## config.mk

```make
export PLATFORM = sky130hd
export DESIGN_NAME = i2c_bit_engine
export DESIGN_NICKNAME = d
export VERILOG_FILES = /design/src/rtl/i2c_bit_pkg.sv /design/src/rtl/i2c_speed_sel.sv /design/src/rtl/i2c_phase_timer.sv /design/src/rtl/i2c_phase_decode.sv /design/src/rtl/i2c_bit_engine.sv
export SDC_FILE = /design/constraint.sdc
export NUM_CORES = 1
export LEC_CHECK = 0
export BUFFER_PORTS_ARGS = -buffer_cell sky130_fd_sc_hd__buf_2
export CORE_ASPECT_RATIO = 1.75
export CORE_MARGIN = 4
export CORE_UTILIZATION = 37
export CTS_CLUSTER_DIAMETER = 40
export CTS_CLUSTER_SIZE = 25
export DETAILED_ROUTE_END_ITERATION = 7
export PLACE_DENSITY_LB_ADDON = 0.12
export RECOVER_POWER = 50
export SETUP_SLACK_MARGIN = 0.5
export SLEW_MARGIN = 20
export SYNTH_ARGS = -nofsm -noshare
export SYNTH_HDL_FRONTEND = slang
export SYNTH_HIERARCHICAL = 1
export SYNTH_SLANG_ARGS = --single-unit
```

## constraint.sdc

```tcl
create_clock -name clk_i -period 6.4 [get_ports clk_i]
set_input_delay 0.32 -clock clk_i [delete_from_list [all_inputs] [get_ports clk_i]]
set_output_delay 0.32 -clock clk_i [all_outputs]
set_load 0.02 [all_outputs]
```

## src/rtl/i2c_bit_pkg.sv

```systemverilog
package i2c_bit_pkg;
  localparam int unsigned DATA_W = 8;
  localparam int unsigned TX_STEPS = 3 * DATA_W + 3;
  localparam int unsigned RX_STEPS = 2 * DATA_W + 1;
  localparam int unsigned STEP_W = $clog2(TX_STEPS);

  typedef enum logic [2:0] {
    CMD_NONE   = 3'd0,
    CMD_START  = 3'd1,
    CMD_RSTART = 3'd2,
    CMD_STOP   = 3'd3,
    CMD_TX     = 3'd4,
    CMD_RX     = 3'd5,
    CMD_ACK    = 3'd6
  } cmd_e;

  typedef struct packed {
    logic scl;
    logic sda;
    logic sample;
    logic last;
  } phase_t;
endpackage

```

## src/rtl/i2c_speed_sel.sv

```systemverilog
module i2c_speed_sel #(
  parameter int unsigned SPD_W   = 11,
  parameter int unsigned TICK_W  = 4,
  parameter int unsigned FP_KHZ  = 1000,
  parameter int unsigned FM_KHZ  = 400,
  parameter int unsigned FP_TICK = 1,
  parameter int unsigned FM_TICK = 3,
  parameter int unsigned SM_TICK = 10
) (
  input  logic [SPD_W-1:0]  speed_khz_i,
  output logic [TICK_W-1:0] ticks_o
);
  always_comb begin
    if (32'(speed_khz_i) >= FP_KHZ)      ticks_o = TICK_W'(FP_TICK);
    else if (32'(speed_khz_i) >= FM_KHZ) ticks_o = TICK_W'(FM_TICK);
    else                                 ticks_o = TICK_W'(SM_TICK);
  end
endmodule

```

## src/rtl/i2c_phase_timer.sv

```systemverilog
module i2c_phase_timer #(
  parameter int unsigned TICK_W = 4
) (
  input  logic              clk_i,
  input  logic              rst_ni,
  input  logic              load_i,
  input  logic [TICK_W-1:0] ticks_i,
  output logic              expire_o
);
  logic [TICK_W-1:0] cnt_q, lim_q;

  always_ff @(posedge clk_i or negedge rst_ni) begin
    if (!rst_ni) begin
      cnt_q <= '0;
      lim_q <= '0;
    end else if (load_i) begin
      cnt_q <= ticks_i - TICK_W'(1);
      lim_q <= ticks_i - TICK_W'(1);
    end else if (cnt_q != '0) begin
      cnt_q <= cnt_q - TICK_W'(1);
    end
  end

  assign expire_o = (cnt_q == '0);


  cnt_dec_chk: assert property (@(posedge clk_i) disable iff (!rst_ni)
    !$past(load_i) && $past(cnt_q) != '0 |-> cnt_q == $past(cnt_q) - TICK_W'(1));

  cnt_lim_chk: assert property (@(posedge clk_i) disable iff (!rst_ni)
    cnt_q <= lim_q);
endmodule

```

## src/rtl/i2c_phase_decode.sv

```systemverilog
module i2c_phase_decode
  import i2c_bit_pkg::*;
(
  input  cmd_e              cmd_i,
  input  logic [STEP_W-1:0] step_i,
  input  logic [DATA_W-1:0] tx_i,
  input  logic              ack_bit_i,
  output phase_t            ph_o
);
  localparam int unsigned IDX_W = $clog2(DATA_W);
  localparam logic [STEP_W-1:0] DATA_STEPS = STEP_W'(3 * DATA_W);

  logic [STEP_W-1:0] q3, r3;
  logic [IDX_W-1:0]  bit_ix;

  always_comb begin
    q3     = step_i / STEP_W'(3);
    r3     = step_i - q3 * STEP_W'(3);
    bit_ix = IDX_W'(DATA_W - 1) - IDX_W'(q3);
    ph_o   = '{scl: 1'b1, sda: 1'b1, sample: 1'b0, last: 1'b0};
    unique case (cmd_i)
      CMD_START: begin
        ph_o.scl  = (step_i != STEP_W'(2));
        ph_o.sda  = (step_i == '0);
        ph_o.last = (step_i == STEP_W'(2));
      end
      CMD_RSTART: begin
        ph_o.scl  = (step_i == STEP_W'(1)) || (step_i == STEP_W'(2));
        ph_o.sda  = (step_i <= STEP_W'(1));
        ph_o.last = (step_i == STEP_W'(3));
      end
      CMD_STOP: begin
        ph_o.scl  = (step_i != '0);
        ph_o.sda  = (step_i == STEP_W'(2));
        ph_o.last = (step_i == STEP_W'(2));
      end
      CMD_TX: begin
        if (step_i < DATA_STEPS) begin
          ph_o.scl = (r3 == STEP_W'(1));
          ph_o.sda = tx_i[bit_ix];
        end else begin
          // acknowledge slot: release SDA, sample on high phase
          ph_o.scl    = (step_i == DATA_STEPS + STEP_W'(1));
          ph_o.sda    = 1'b1;
          ph_o.sample = (step_i == DATA_STEPS + STEP_W'(1));
          ph_o.last   = (step_i == DATA_STEPS + STEP_W'(2));
        end
      end
      CMD_RX: begin
        ph_o.scl    = step_i[0];
        ph_o.sda    = 1'b1;
        ph_o.sample = step_i[0];
        ph_o.last   = (step_i == STEP_W'(RX_STEPS - 1));
      end
      CMD_ACK: begin
        ph_o.scl  = (step_i == STEP_W'(1));
        ph_o.sda  = ack_bit_i;
        ph_o.last = (step_i == STEP_W'(2));
      end
      default: ph_o.last = 1'b1;
    endcase
  end
endmodule

```

## src/rtl/i2c_bit_engine.sv

```systemverilog
module i2c_bit_engine
  import i2c_bit_pkg::*;
#(
  parameter int unsigned SPD_W  = 11,
  parameter int unsigned TICK_W = 4
) (
  input  logic              clk_i,
  input  logic              rst_ni,
  input  logic              cmd_valid_i,
  input  logic [2:0]        cmd_i,
  input  logic [DATA_W-1:0] tx_data_i,
  input  logic              ack_bit_i,
  input  logic [SPD_W-1:0]  speed_khz_i,
  input  logic              sda_i,
  output logic              scl_oe_o,
  output logic              sda_oe_o,
  output logic              busy_o,
  output logic              done_o,
  output logic [DATA_W-1:0] rx_data_o,
  output logic              nack_o
);
  logic              busy_q, done_q, ack_q, nack_q;
  cmd_e              cmd_q;
  logic [STEP_W-1:0] step_q;
  logic [DATA_W-1:0] tx_q, rx_q;
  logic [TICK_W-1:0] ticks_q, ticks_in;
  phase_t            ph_q, nxt_ph;
  logic              accept, expire, advance, load;

  cmd_e              d_cmd;
  logic [STEP_W-1:0] d_step;
  logic [DATA_W-1:0] d_tx;
  logic              d_ack;

  assign accept  = cmd_valid_i && !busy_q && (cmd_i != 3'd0) && (cmd_i != 3'd7);
  assign advance = busy_q && expire;
  assign load    = accept || (advance && !ph_q.last);

  always_comb begin
    d_cmd  = busy_q ? cmd_q : cmd_e'(cmd_i);
    d_step = busy_q ? step_q + STEP_W'(1) : '0;
    d_tx   = busy_q ? tx_q : tx_data_i;
    d_ack  = busy_q ? ack_q : ack_bit_i;
  end

  i2c_speed_sel #(.SPD_W(SPD_W), .TICK_W(TICK_W)) u_speed (
    .speed_khz_i(speed_khz_i),
    .ticks_o    (ticks_in)
  );

  i2c_phase_timer #(.TICK_W(TICK_W)) u_timer (
    .clk_i   (clk_i),
    .rst_ni  (rst_ni),
    .load_i  (load),
    .ticks_i (accept ? ticks_in : ticks_q),
    .expire_o(expire)
  );

  i2c_phase_decode u_decode (
    .cmd_i    (d_cmd),
    .step_i   (d_step),
    .tx_i     (d_tx),
    .ack_bit_i(d_ack),
    .ph_o     (nxt_ph)
  );

  always_ff @(posedge clk_i or negedge rst_ni) begin
    if (!rst_ni) begin
      busy_q  <= 1'b0;
      done_q  <= 1'b0;
      cmd_q   <= CMD_NONE;
      step_q  <= '0;
      tx_q    <= '0;
      ack_q   <= 1'b1;
      ticks_q <= '0;
      ph_q    <= '{scl: 1'b1, sda: 1'b1, sample: 1'b0, last: 1'b0};
      rx_q    <= '0;
      nack_q  <= 1'b0;
    end else begin
      done_q <= 1'b0;
      if (accept) begin
        busy_q  <= 1'b1;
        cmd_q   <= cmd_e'(cmd_i);
        tx_q    <= tx_data_i;
        ack_q   <= ack_bit_i;
        ticks_q <= ticks_in;
        step_q  <= '0;
        ph_q    <= nxt_ph;
      end else if (advance) begin
        if (ph_q.sample) begin
          if (cmd_q == CMD_TX) nack_q <= sda_i;
          if (cmd_q == CMD_RX) rx_q   <= {rx_q[DATA_W-2:0], sda_i};
        end
        if (ph_q.last) begin
          busy_q <= 1'b0;
          done_q <= 1'b1;
        end else begin
          step_q <= d_step;
          ph_q   <= nxt_ph;
        end
      end
    end
  end

  assign scl_oe_o  = ~ph_q.scl;
  assign sda_oe_o  = ~ph_q.sda;
  assign busy_o    = busy_q;
  assign done_o    = done_q;
  assign rx_data_o = rx_q;
  assign nack_o    = nack_q;


  done_after_busy_chk: assert property (@(posedge clk_i) disable iff (!rst_ni)
    done_o |-> !busy_o && $past(busy_o));

  done_single_chk: assert property (@(posedge clk_i) disable iff (!rst_ni)
    done_o |=> !done_o);

  sda_low_scl_chk: assert property (@(posedge clk_i) disable iff (!rst_ni)
    busy_q && $past(busy_q) && (cmd_q == CMD_TX || cmd_q == CMD_RX || cmd_q == CMD_ACK)
      && (sda_oe_o != $past(sda_oe_o)) |-> scl_oe_o && $past(scl_oe_o));

  cmd_hold_chk: assert property (@(posedge clk_i) disable iff (!rst_ni)
    busy_q && $past(busy_q) |-> $stable(cmd_q) && $stable(ticks_q) && $stable(tx_q));

  idle_lines_chk: assert property (@(posedge clk_i) disable iff (!rst_ni)
    !busy_o && !$past(busy_o) && !$past(accept) |-> $stable(scl_oe_o) && $stable(sda_oe_o));
endmodule

```

After elaboration in Yosys (flattened, before gate mapping):

Index checks and enable logic that the tools add are counted.

* word-level logic and storage cells: 97
* output and inout port bits: 13
* input bits: 27
* register bits: 40

* reductions and logical operators: 22
* $lt $le $gt $ge: 5
* div/mod/pow operators: 1
* bitwise operators: 3
* add/subtract/negate cells: 5
* equality and inequality tests: 18
* multiplexer cells: 28
* $mul: 1

Operators with widths (number)
* 2-to-1 mux 4 bit: 8
* 2-to-1 mux 5 bit: 4
* equality test 3 bit (second input constant): 5
* equality test 5 bit (second input constant): 3
* one-hot mux 2 bit (6 select lines): 1
* >= comparator 11 x 10 -> 1 bit (second input constant): 1
* >= comparator 11 x 9 -> 1 bit (second input constant): 1
* equality test 5 x 1 -> 1 bit (second input constant): 2
* equality test 5 x 2 -> 1 bit (second input constant): 2
* 2-to-1 mux 1 bit: 8
* 2-to-1 mux 8 bit: 1
* AND reduction 4 bit: 2
* subtractor 4 x 1 -> 4 bit (second input constant): 2
* equality test 3 x 2 -> 1 bit (second input constant): 2
* nonzero test 2 bit: 3
* adder 5 x 1 -> 5 bit (second input constant): 1
* divider 5 x 2 -> 5 bit (second input constant): 1
* less-or-equal comparator 5 x 1 -> 1 bit (second input constant): 1
* logical AND 1 bit: 5
* logical NOT 5 bit: 1
* less-than comparator 5 bit (second input constant): 1
* multiplier 5 x 2 -> 5 bit (second input constant): 1
* != test 5 x 2 -> 1 bit (second input constant): 1
* nonzero test 5 bit: 1
* other kinds (19): 25

Longest topological paths before layout:

Gate-level depths: netlist (run 1).

* word-level depth: 11
* depth in mapped cells: 27
* mapped depth without buffers: 26

Hierarchy:

The synthesis (run 1) kept the hierarchy.

Modules (own cells, without submodules)
* i2c_bit_engine: sequential area each 904.6 um2, instances 1, area each 1659.1 um2, cells an instance 123
* i2c_phase_decode: sequential area each 0.0 um2, instances 1, area each 913.4 um2, cells an instance 122
* i2c_phase_timer: sequential area each 100.1 um2, instances 1, area each 242.7 um2, cells an instance 21
* i2c_speed_sel: sequential area each 0.0 um2, instances 1, area each 60.1 um2, cells an instance 8

Worst setup path before layout (run 1):

No wires, ideal clock.

* path type: register -> register
* start point: register busy_q (netlist: busy_o)
* end point: register ph_q[3] in the netlist's numbering
* cell stages (with the launch flop): 25
* data required time: 6318 ps
* library setup time: 82 ps
* buffers on the path: 2
* period minus slack after synthesis: 4916 ps
* data arrival time: 4834 ps
* path slack: 1484 ps
* path through: dfrtp_1 > clkbuf_1 > and2_1 > buf_6 > xor2_1 > nor2_1 > a21oi_1 > ha_1 > o311a_1 > a211o_2 > nand3_2 > inv_2 > ha_1 > inv_1 > ha_1 > or2_2 > fa_1 > and2_1 > o21a_1 > nor2_1 > xnor2_1 > mux2i_1 > a21oi_1 > o21ai_0 > mux2_2

RTL lines
* start, declared: line i2c_bit_engine.sv:22 `logic busy_q, done_q, ack_q, nack_q;`
* start signal, assigned: line i2c_bit_engine.sv:69 `busy_q <= 1'b0;`
* start signal, assigned: line i2c_bit_engine.sv:82 `busy_q <= 1'b1;`
* start signal, assigned: line i2c_bit_engine.sv:95 `busy_q <= 1'b0;`
* end signal, assigned: line i2c_bit_engine.sv:76 `ph_q <= '{scl: 1'b1, sda: 1'b1, sample: 1'b0, last: 1'b0};`
* end signal, assigned: line i2c_bit_engine.sv:88 `ph_q <= nxt_ph;`
* end signal, assigned: line i2c_bit_engine.sv:99 `ph_q <= nxt_ph;`
* end, declared: line i2c_bit_engine.sv:27 `phase_t ph_q, nxt_ph;`

==> flow_summary_export.csv, run 1 <==
group,metric,value,unit
status,status,"finished with violations",
status,violations,"max-capacitance violations, max-slew violations",
sta,holdWs,0.2829,ns
cells_and_area,drive_gt1_share,34.30,%
sta,fin_crit,5.357,ns
place,gp_congestion,0.7578,
grt,track_usage,14.07,%
grt,antenna_found_initial,0,
sta,final-setup-viol-count,0,
min_path,holdCritPathClass,"input pin to flip-flop",
clocking,cts.sinks,40,
yosys,synth_area,2875,um^2
cells_and_area,design_area,3277,um^2
power,cellPowerDensity,620.1,nW/um^2
clocking,clock_latency,0.28,ns
floorplanning,initial_utilization,38.00,%
yosys,yosysUniqueCellTypes,64,
power,total_power,0.002032,W
cells_and_area,n_antenna_cell,0,
place,detailed_place.area,3103,um^2
grt,grt_pass1_wl,10.42,mm
cells_and_area,regArea,1005,um^2
setup_path,start_kind,"flip-flop",
setup_path,arrival,5.58,ns
grt,grt_use_met1,15.60,%
cells_and_area,layout_common_cells,"41 x mux2_2, 37 x dfrtp_1, 29 x buf_2, 16 x nor2_1, 14 x inv_1",
floorplanning,die_area,9301,um^2
yosys,ys_ff_latch,40,
place,dpl.hpwl,4.761,mm
yosys,yosysWarnings,6,
floorplanning,die_w,74.64,um
routing,drc,0,
grt,busiest_layer,"met2",
clocking,clkSlewWorstSetupHoldPaths,0.06,ns
cells_and_area,nNetsFinal,349,
grt,first_global_vias,2204,
routing,num_vias,2154,
power,ir_drop,0.6432,mV
clocking,holdBufCountCts,0,
grt,use_met3,2.181,%
yosys,synth-edff-count,0,
yosys,synthArstFlopShare,100.0,%
sta,fin_crit_sh,83.70,%
sta,timing_max_transition_violations_final,41,
yosys,seq_area_frac_synth,34.94,%
floorplanning,ios,40,
cells_and_area,final_util,43.30,%
floorplanning,core,7567,um^2
sta,tightest_slew,2.172,ns
floorplanning,die_y,124.6,um
sta,fmax,186.7,MHz
yosys,synthFlopType,"dfrtp_1",
routing,drtIter0Drc,69,
clocking,root_buffer,"clkbuf_16",
flow_run,cap_violations,1,
power,p_leak,1.445,nW
sta,rsz0062_at_grt,"false",
routing,vias_per_cell,5.426,
cells_and_area,area_growth,13.97,%
cells_and_area,final_common_cell,"mux2_2",
cells_and_area,multi_input_area,1714,um^2
routing,dr.pass1.iters,4,
clocking,cts_tree,"yes",
clocking,cts_setup_buffers,0,
clocking,htreeDepth,2,
grt,grt_use_met2,25.71,%
yosys,netlist_instances,274,
sta,clock_skew,0.002686,ns
sta,slew_headroom,-44.79,%
grt,grt_max_degree,41,
place,numPortBuffers,36,
setup_path,crit_type,"flip-flop to flip-flop",
routing,post_drt_wl_per_cell,15.22,um
floorplanning,rows,42,
yosys,avgSynthCellArea,10.49,um^2
clocking,cts-buffers-inserted,5,
cells_and_area,fill_cells,782,
setup_path,required,6.63,ns
clocking,clockBufferDepth,2,
setup_path,endpoint_kind,"flip-flop",
grt,grt_remaining_overflow,0,
setup_path,crit_fanout,6,
yosys,synth_nets,315,
clocking,cts_resized,0,
routing,wl,6.043,mm
sta,hold_viol,0,
sta,tns,0,ns
routing,final_antenna_net_count,0,
[layer usage]
layer  part of all wire [%]  wire (um)
met5                      0          0
met4                    1.7        105
met3                    3.6        215
met2                     55       3298
met1                     40       2424
[where the power goes]
group | switching, W | internal [W] | total (W)
sequential | 0.0000603 | 0.000352 | 0.000412
combinational | 0.000715 | 0.000600 | 0.00132
clock | 0.0000992 | 0.000205 | 0.000304
[cells by family after synthesis]
kind of cell             synth area share, %
AO/OA/AOI/OAI                          15.88
XOR/XNOR                               3.046
adder cells (fa/ha/maj)                7.267
buffers and inverters                  5.613
flip-flops                             34.94
multiplexers                           18.15
other                                 0.1304
AND/OR/NAND/NOR                        14.97
[per-stage QoR]
step / cells / worst slack, ns
after floorplan: 274 / 1.484
after global placement: 389 / 1.029
after detailed placement: 389 / 0.9786
after CTS: 397 / 0.9267
after global routing: 397 / 0.6503
final: 397 / 1.043
[state kept, by name, summed over array words and instances, names as in the netlist]
signal / cells
rx_data_o: 8
ph_q: 4
ack_q: 1
nack_o: 1
u_timer/cnt_q: 4
ticks_q: 4
done_o: 1
cmd_q: 3
busy_o: 1
step_q: 5
tx_q: 8
[path summary, 6_finish.rpt]
kind                            cells after the start  slack (ns)          from          to
worst max-delay path                               25        1.04     step_q[0]     ph_q[3]
worst min-delay path                                2        0.28  tx_data_i[4]     tx_q[4]
worst max register to register                     25        1.04     step_q[0]     ph_q[3]
worst min register to register                      1        0.50       tx_q[1]     tx_q[1]
max in group asynchronous                           1        4.49        rst_ni     tx_q[0]
min in group asynchronous                           1        0.67        rst_ni  ticks_q[2]
[cell usage after synthesis, types with 4 or more instances]
master,number,area [um^2]
ha_1,11,137.6
nor2_1,16,60.06
xnor2_1,7,61.31
nand2_1,12,45.04
a21oi_1,9,45.04
and3_1,4,25.02
buf_2,5,25.02
o2bb2ai_1,4,35.03
o21ai_0,6,30.03
nor2b_1,5,31.28
a211o_1,4,35.03
dfrtp_1,37,925.9
inv_1,14,52.55
mux2_2,41,461.7
and2_1,8,50.05
mux2i_1,6,60.06
nor3_1,10,50.05
[cell type report]
type | count | share of cell area, %
clock buffer | 7 | 4.658
clock inverter | 1 | 0.9164
inverter | 15 | 1.718
multi-input combinational | 205 | 52.31
sequential | 40 | 30.66
tap | 88 | 3.360
timing repair buffer | 41 | 6.376
[critical path, cell delays in order, from the launching register on]
cell and delay [ns]:
dfrtp_1 0.41, ha_1 0.23, nand3_1 0.12, xnor2_1 0.13
and2_1 0.20, xor2_1 0.21, nor2_1 0.06, a21oi_1 0.12
ha_1 0.28, xnor2_1 0.09, a211o_1 0.30, a211o_1 0.31
nand3_2 0.12, inv_2 0.09, ha_1 0.30, ha_1 0.18
or2_2 0.32, fa_1 0.40, and2_1 0.19, o21a_1 0.17
nor2_1 0.14, xnor2_1 0.16, mux2i_1 0.22, a21oi_1 0.09
o21ai_0 0.24, mux2_2 0.20
No activity file was read; power rests on OpenSTA's default activity.
==> run 2: changes to the inputs <==
==> constraint.sdc (replaced) <==
create_clock -name clk_i -period 5.05 [get_ports clk_i]
set_input_delay 0.2525 -clock clk_i [delete_from_list [all_inputs] [get_ports clk_i]]
set_output_delay 0.2525 -clock clk_i [all_outputs]
set_load 0.02 [all_outputs]
==> run 2 against run 1 <==
The flow still finishes with violations (max-capacitance violations, max-slew violations). Sequential share of layout area shrank 1.7 points. Combinational power is 47% higher. Final cell count grew 4.0%. Die area unchanged. Highest routed layer unchanged.
==> flow_summary_export.csv, run 2 (synthesis results as in run 1) <==
group,metric,value,unit
grt,grt_pass1_wl,10.56,mm
sta,slew_headroom,-45.75,%
cells_and_area,drive_gt1_share,41.85,%
power,p_leak,1.524,nW
grt,grt_max_degree,41,
power,total_power,0.002820,W
sta,fin_crit,4.705,ns
place,gp_congestion,0.8004,
routing,dr.pass1.iters,4,
sta,fmax,212.5,MHz
clocking,root_buffer,"clkbuf_16",
cells_and_area,stdcell_count,413,
setup_path,endpoint_kind,"flip-flop",
grt,grt_remaining_overflow,0,
cells_and_area,final_common_cell,"mux2_2",
min_path,whs_path_depth,2,
cells_and_area,multi_input_area,1798,um^2
cells_and_area,fill_cells,747,
setup_path,start_kind,"flip-flop",
cells_and_area,nNetsFinal,365,
setup_path,r2r_cells,26,
routing,drtIter0Drc,73,
setup_path,crit_type,"flip-flop to flip-flop",
routing,final_antenna_net_count,0,
routing,num_vias,2224,
sta,clock_skew,0.002367,ns
clocking,clkSlewWorstSetupHoldPaths,0.06,ns
place,dpl.cell_count,391,
floorplanning,die_area,9301,um^2
routing,drc,0,
power,cellPowerDensity,812.3,nW/um^2
flow_run,cap_violations,1,
cells_and_area,area_growth,20.76,%
grt,first_global_vias,2220,
clocking,clock_latency,0.28,ns
status,violations,"max-capacitance violations, max-slew violations",
clocking,clockBufferDepth,2,
floorplanning,rows,42,
clocking,htreeDepth,2,
sta,timing_max_transition_violations_final,41,
cells_and_area,n_antenna_cell,0,
sta,final-setup-viol-count,0,
clocking,cts_tree,"yes",
floorplanning,die_y,124.6,um
floorplanning,initial_utilization,38.00,%
sta,hold_viol,0,
sta,fin_crit_sh,93.17,%
status,status,"finished with violations",
floorplanning,die_w,74.64,um
grt,antenna_found_initial,0,
grt,track_usage,14.50,%
cells_and_area,design_area,3472,um^2
routing,vias_per_cell,5.385,
clocking,holdBufCountCts,0,
power,ir_drop,0.7389,mV
routing,post_drt_wl_per_cell,15.42,um
clocking,cts-buffers-inserted,5,
floorplanning,ios,40,
clocking,cts.sinks,40,
floorplanning,core,7567,um^2
sta,tightest_slew,2.186,ns
cells_and_area,layout_common_cells,"40 x mux2_2, 36 x dfrtp_1, 29 x buf_2, 21 x buf_4, 16 x nor2_1",
setup_path,arrival,4.92,ns
setup_path,crit_fanout,6,
setup_path,required,5.26,ns
place,detailed_place.area,3159,um^2
routing,wl,6.368,mm
min_path,holdCritPathClass,"input pin to flip-flop",
sta,tns,0,ns
sta,rsz0062_at_grt,"true",
place,numPortBuffers,36,
cells_and_area,regArea,1006,um^2
place,dpl.hpwl,4.730,mm
run 2: cell count changes in the layout (fill, tap and decap cells not counted), moves of 2 or more:
cell | before | now
and2_1 | 8 | 5
and2_4 | 0 | 3
buf_4 | 5 | 21
clkbuf_8 | 2 | 0
ha_1 | 11 | 8
ha_4 | 0 | 2
run 2: area by class of cell:
type,instances,share of cell area (%)
repair buffers,57,9.477
clock inverters,3,1.225
multi-input cells,205,51.78
well taps,88,3.171
inverters,15,1.766
flip-flops and latches,40,28.97
clock buffers,5,3.604
run 2: per-stage QoR:
step           util (%)  hold WS [ns]  worst slack (ns)
2_1_floorplan         -      -0.04309            0.3820
5_1_grt           45.88        0.2184            0.1116
3_3_place_gp      41.75        0.4342            0.1652
4_1_cts           45.55        0.1327            0.2889
3_5_place_dp      41.75        0.4410            0.1065
6_report          45.88        0.2108            0.3450
run 2: path summary, 6_finish.rpt:
path / startpoint / end / slack (ns)
worst min register to register: tx_q[6] / tx_q[6] / 0.50
worst max register to register: step_q[1] / ph_q[3] / 0.35
min in group asynchronous: rst_ni / u_timer/cnt_q[2] / 0.60
worst min-delay path: tx_data_i[6] / tx_q[6] / 0.21
worst max-delay path: step_q[1] / ph_q[3] / 0.35
max in group asynchronous: rst_ni / busy_o / 3.04
run 2: timing repair:
| item | in CTS | in global routing |
|---|---|---|
| cloned | 0 | 0 |
| setup buffers | 13 | 1 |
| pin swaps | 15 | 5 |
| gates resized for setup | 7 | 4 |
| endpoints found under the hold margin | 0 | 0 |
| endpoints found under the setup margin | 1 | 1 |
run 2: critical path, cell delays in order, from the launching register on:
cell	delay, ns
dfrtp_1	0.42
buf_4	0.15
buf_4	0.13
nand3_1	0.13
xnor2_1	0.13
and2_1	0.18
nor2_1	0.06
a21oi_1	0.13
ha_2	0.27
xnor2_1	0.08
a211o_1	0.26
a211o_1	0.29
nand3_4	0.09
inv_6	0.05
ha_4	0.26
inv_1	0.03
ha_1	0.16
or2_4	0.23
fa_2	0.34
and2_4	0.15
o21a_1	0.16
nor2_1	0.11
xnor2_1	0.15
mux2i_1	0.10
a21oi_1	0.20
o21ai_2	0.09
mux2_4	0.28
run 2: routing by layer:
layer	global-route usage (%)	up-vias	wire length (um)
met5	0	-	0
met3	1.777	5	216
met1	16.17	1082	2488
met4	6.604	0	99
li1	-	1101	-
met2	26.08	36	3563
run 2: report_power, final:
part | internal (W) | switching (W) | total [W]
registers | 0.000447 | 0.0000766 | 0.000523
clock network | 0.000232 | 0.000129 | 0.000362
logic | 0.000945 | 0.000991 | 0.00194
total | 0.00162 | 0.00120 | 0.00282
==> run 3: changes to the inputs <==
--- a/config.mk
+++ b/config.mk
@@ -8,12 +8,13 @@
 export BUFFER_PORTS_ARGS = -buffer_cell sky130_fd_sc_hd__buf_2
 export CORE_ASPECT_RATIO = 1.75
 export CORE_MARGIN = 4
-export CORE_UTILIZATION = 37
+export CORE_UTILIZATION = 58
 export CTS_CLUSTER_DIAMETER = 40
 export CTS_CLUSTER_SIZE = 25
 export DETAILED_ROUTE_END_ITERATION = 7
+export MAX_ROUTING_LAYER = met4
 export PLACE_DENSITY_LB_ADDON = 0.12
-export RECOVER_POWER = 50
+export RECOVER_POWER = 25
 export SETUP_SLACK_MARGIN = 0.5
 export SLEW_MARGIN = 20
 export SYNTH_ARGS = -nofsm -noshare
==> run 3 against run 2 <==
The flow still finishes with violations (max-capacitance violations, max-slew violations). Die area fell by 33%. Clock skew rose by 0.0018 ns. Flip-flop and latch count did not move. Global-route usage rose by 6.0 points. Largest cell class unchanged. Non-clock buffer count fell by 8. Critical path depth did not move. Final cell count fell by 11%.
==> flow_summary_export.csv, run 3 (synthesis results as in run 1) <==
group,metric,value,unit
status,status,"finished with violations",
status,violations,"max-capacitance violations, max-slew violations",
grt,track_usage,20.47,%
power,p_leak,1.482,nW
routing,dr.pass1.iters,4,
cells_and_area,n_antenna_cell,0,
grt,grt_remaining_overflow,0,
setup_path,endpoint_kind,"flip-flop",
cells_and_area,design_area,3294,um^2
sta,final-setup-viol-count,0,
sta,fin_crit,4.736,ns
routing,num_vias,2227,
sta,timing_max_transition_violations_final,41,
clocking,holdBufCountCts,0,
floorplanning,rows,33,
power,clock_power_share,8.0,%
sta,fmax,211.2,MHz
clocking,clock_latency,0.29,ns
clocking,clkSlewWorstSetupHoldPaths,0.08,ns
cells_and_area,drive_gt1_share,41.96,%
clocking,cts_tree,"yes",
cells_and_area,stdcell_count,369,
clocking,cts.sinks,40,
clocking,htreeDepth,2,
routing,final_antenna_net_count,0,
min_path,holdCritPathClass,"input pin to flip-flop",
grt,grt_use_met1,20.79,%
power,comb_power_share,71.9,%
grt,first_global_vias,2181,
clocking,clockBufferDepth,2,
flow_run,cap_violations,1,
power,intPower,0.001440,W
routing,drtIter0Drc,61,
power,power_frac_seq,20.1,%
sta,rsz0062_at_grt,"true",
floorplanning,ios,40,
power,switchingPower,0.001172,W
setup_path,crit_type,"flip-flop to flip-flop",
cells_and_area,final_common_cell,"mux2_2",
grt,use_met3,2.806,%
sta,fin_crit_sh,93.78,%
setup_path,max_stage_delay,0.40,ns
cells_and_area,nNetsFinal,357,
grt,grt_max_degree,41,
cells_and_area,area_growth,14.58,%
routing,drc,0,
sta,clock_skew,0.004193,ns
cells_and_area,layout_common_cells,"40 x mux2_2, 36 x dfrtp_1, 35 x buf_2, 16 x nor2_1, 14 x inv_1",
routing,wl,5.853,mm
setup_path,start_kind,"flip-flop",
grt,antenna_found_initial,0,
setup_path,required,5.27,ns
power,cellPowerDensity,792.9,nW/um^2
place,detailed_place.area,3114,um^2
power,ir_drop,0.8207,mV
place,gp_congestion,0.8986,
clocking,root_buffer,"clkbuf_8",
sta,slew_headroom,-44.26,%
grt,busiest_layer,"met2",
grt,grt_pass1_wl,9.494,mm
cells_and_area,final_util,69.38,%
power,switching_share,44.87,%
floorplanning,core,4748,um^2
place,numPortBuffers,36,
setup_path,slowest_stage,"dfrtp_1",
floorplanning,initial_utilization,60.55,%
routing,post_drt_wl_per_cell,15.86,um
clocking,cts-buffers-inserted,5,
place,dpl.cell_count,355,
grt,grt_use_met2,36.70,%
setup_path,arrival,4.96,ns
sta,tns,0,ns
routing,vias_per_cell,6.035,
place,dpl.hpwl,4.442,mm
sta,hold_viol,0,
setup_path,crit_fanout,5,
sta,tightest_slew,2.164,ns
floorplanning,die_w,61.23,um
floorplanning,die_area,6192,um^2
floorplanning,die_y,101.1,um
## run 3: cell types whose count changed in the layout (fill, tap and decap cells not counted), sizes merged
| cell | previous run | this run |
|---|---|---|
| clkinvlp | 1 | 0 |
| clkbuf | 12 | 6 |
| buf | 50 | 48 |
| clkinv | 1 | 3 |
| bufinv | 1 | 0 |
## run 3: routing by layer
| layer | share of wire (%) | routed length [um] |
|---|---|---|
| met5 | 0 | 0 |
| met2 | 56 | 3283 |
| met1 | 37 | 2185 |
| met4 | 2.6 | 155 |
| met3 | 3.9 | 228 |
## run 3: area by class of cell
class                           instances  area (um^2)
Timing Repair Buffer                   49        276.5
Clock buffer                            5        68.82
Tap cell                               52        65.06
Fill cell                             383         1454
Sequential cell                        40         1006
Inverter                               15        58.81
Multi-Input combinational cell        205         1800
Clock inverter                          3        18.77
## run 3: worst paths after layout
kind | start | end | slack [ns] | cells past startpoint
max | step_q[1] | ph_q[3] | 0.31 | 26
min | tx_data_i[2] | tx_q[2] | 0.20 | 2
max reg2reg | step_q[1] | ph_q[3] | 0.31 | 26
min reg2reg | rx_data_o[7] | rx_data_o[7] | 0.50 | 1
max in group asynchronous | rst_ni | busy_o | 3.07 | 1
min in group asynchronous | rst_ni | u_timer/cnt_q[2] | 0.58 | 1
## run 3: timing repair
item                       in CTS  in global routing
gates resized for setup         4                  5
setup endpoints to repair       1                  1
setup buffers                   6                  0
pin swaps                       8                  8
## run 3: power by group through the flow
| stage | clock network, W | logic [W] | registers, W |
|---|---|---|---|
| after floorplan | 0 | 0.00147 | 0.000518 |
| after global placement | 0 | 0.00172 | 0.000521 |
| after detailed placement | 0 | 0.00177 | 0.000528 |
| after CTS | 0.000218 | 0.00186 | 0.000521 |
| after global routing | 0.000228 | 0.00209 | 0.000540 |
| final | 0.000209 | 0.00188 | 0.000524 |
## run 3: worst max-delay path, delay by kind of cell (launching register included)
kind,cells,cell delay (ns)
AND/OR/NAND/NOR,7,0.93
flip-flops,1,0.40
buffers and inverters,3,0.23
XOR/XNOR,3,0.46
adder cells (fa/ha/maj),5,1.16
multiplexers,2,0.38
AO/OA/AOI/OAI,6,1.08
## run 3: metrics by stage
stage	worst slack (ns)	hold slack, ns	power [W]
after floorplan	0.3820	-0.04309	0.001990
after global placement	0.1723	0.4171	0.002240
after detailed placement	0.1287	0.4254	0.002302
after CTS	0.3290	0.1061	0.002599
after global routing	0.09893	0.2044	0.002860
final	0.3143	0.2036	0.002612
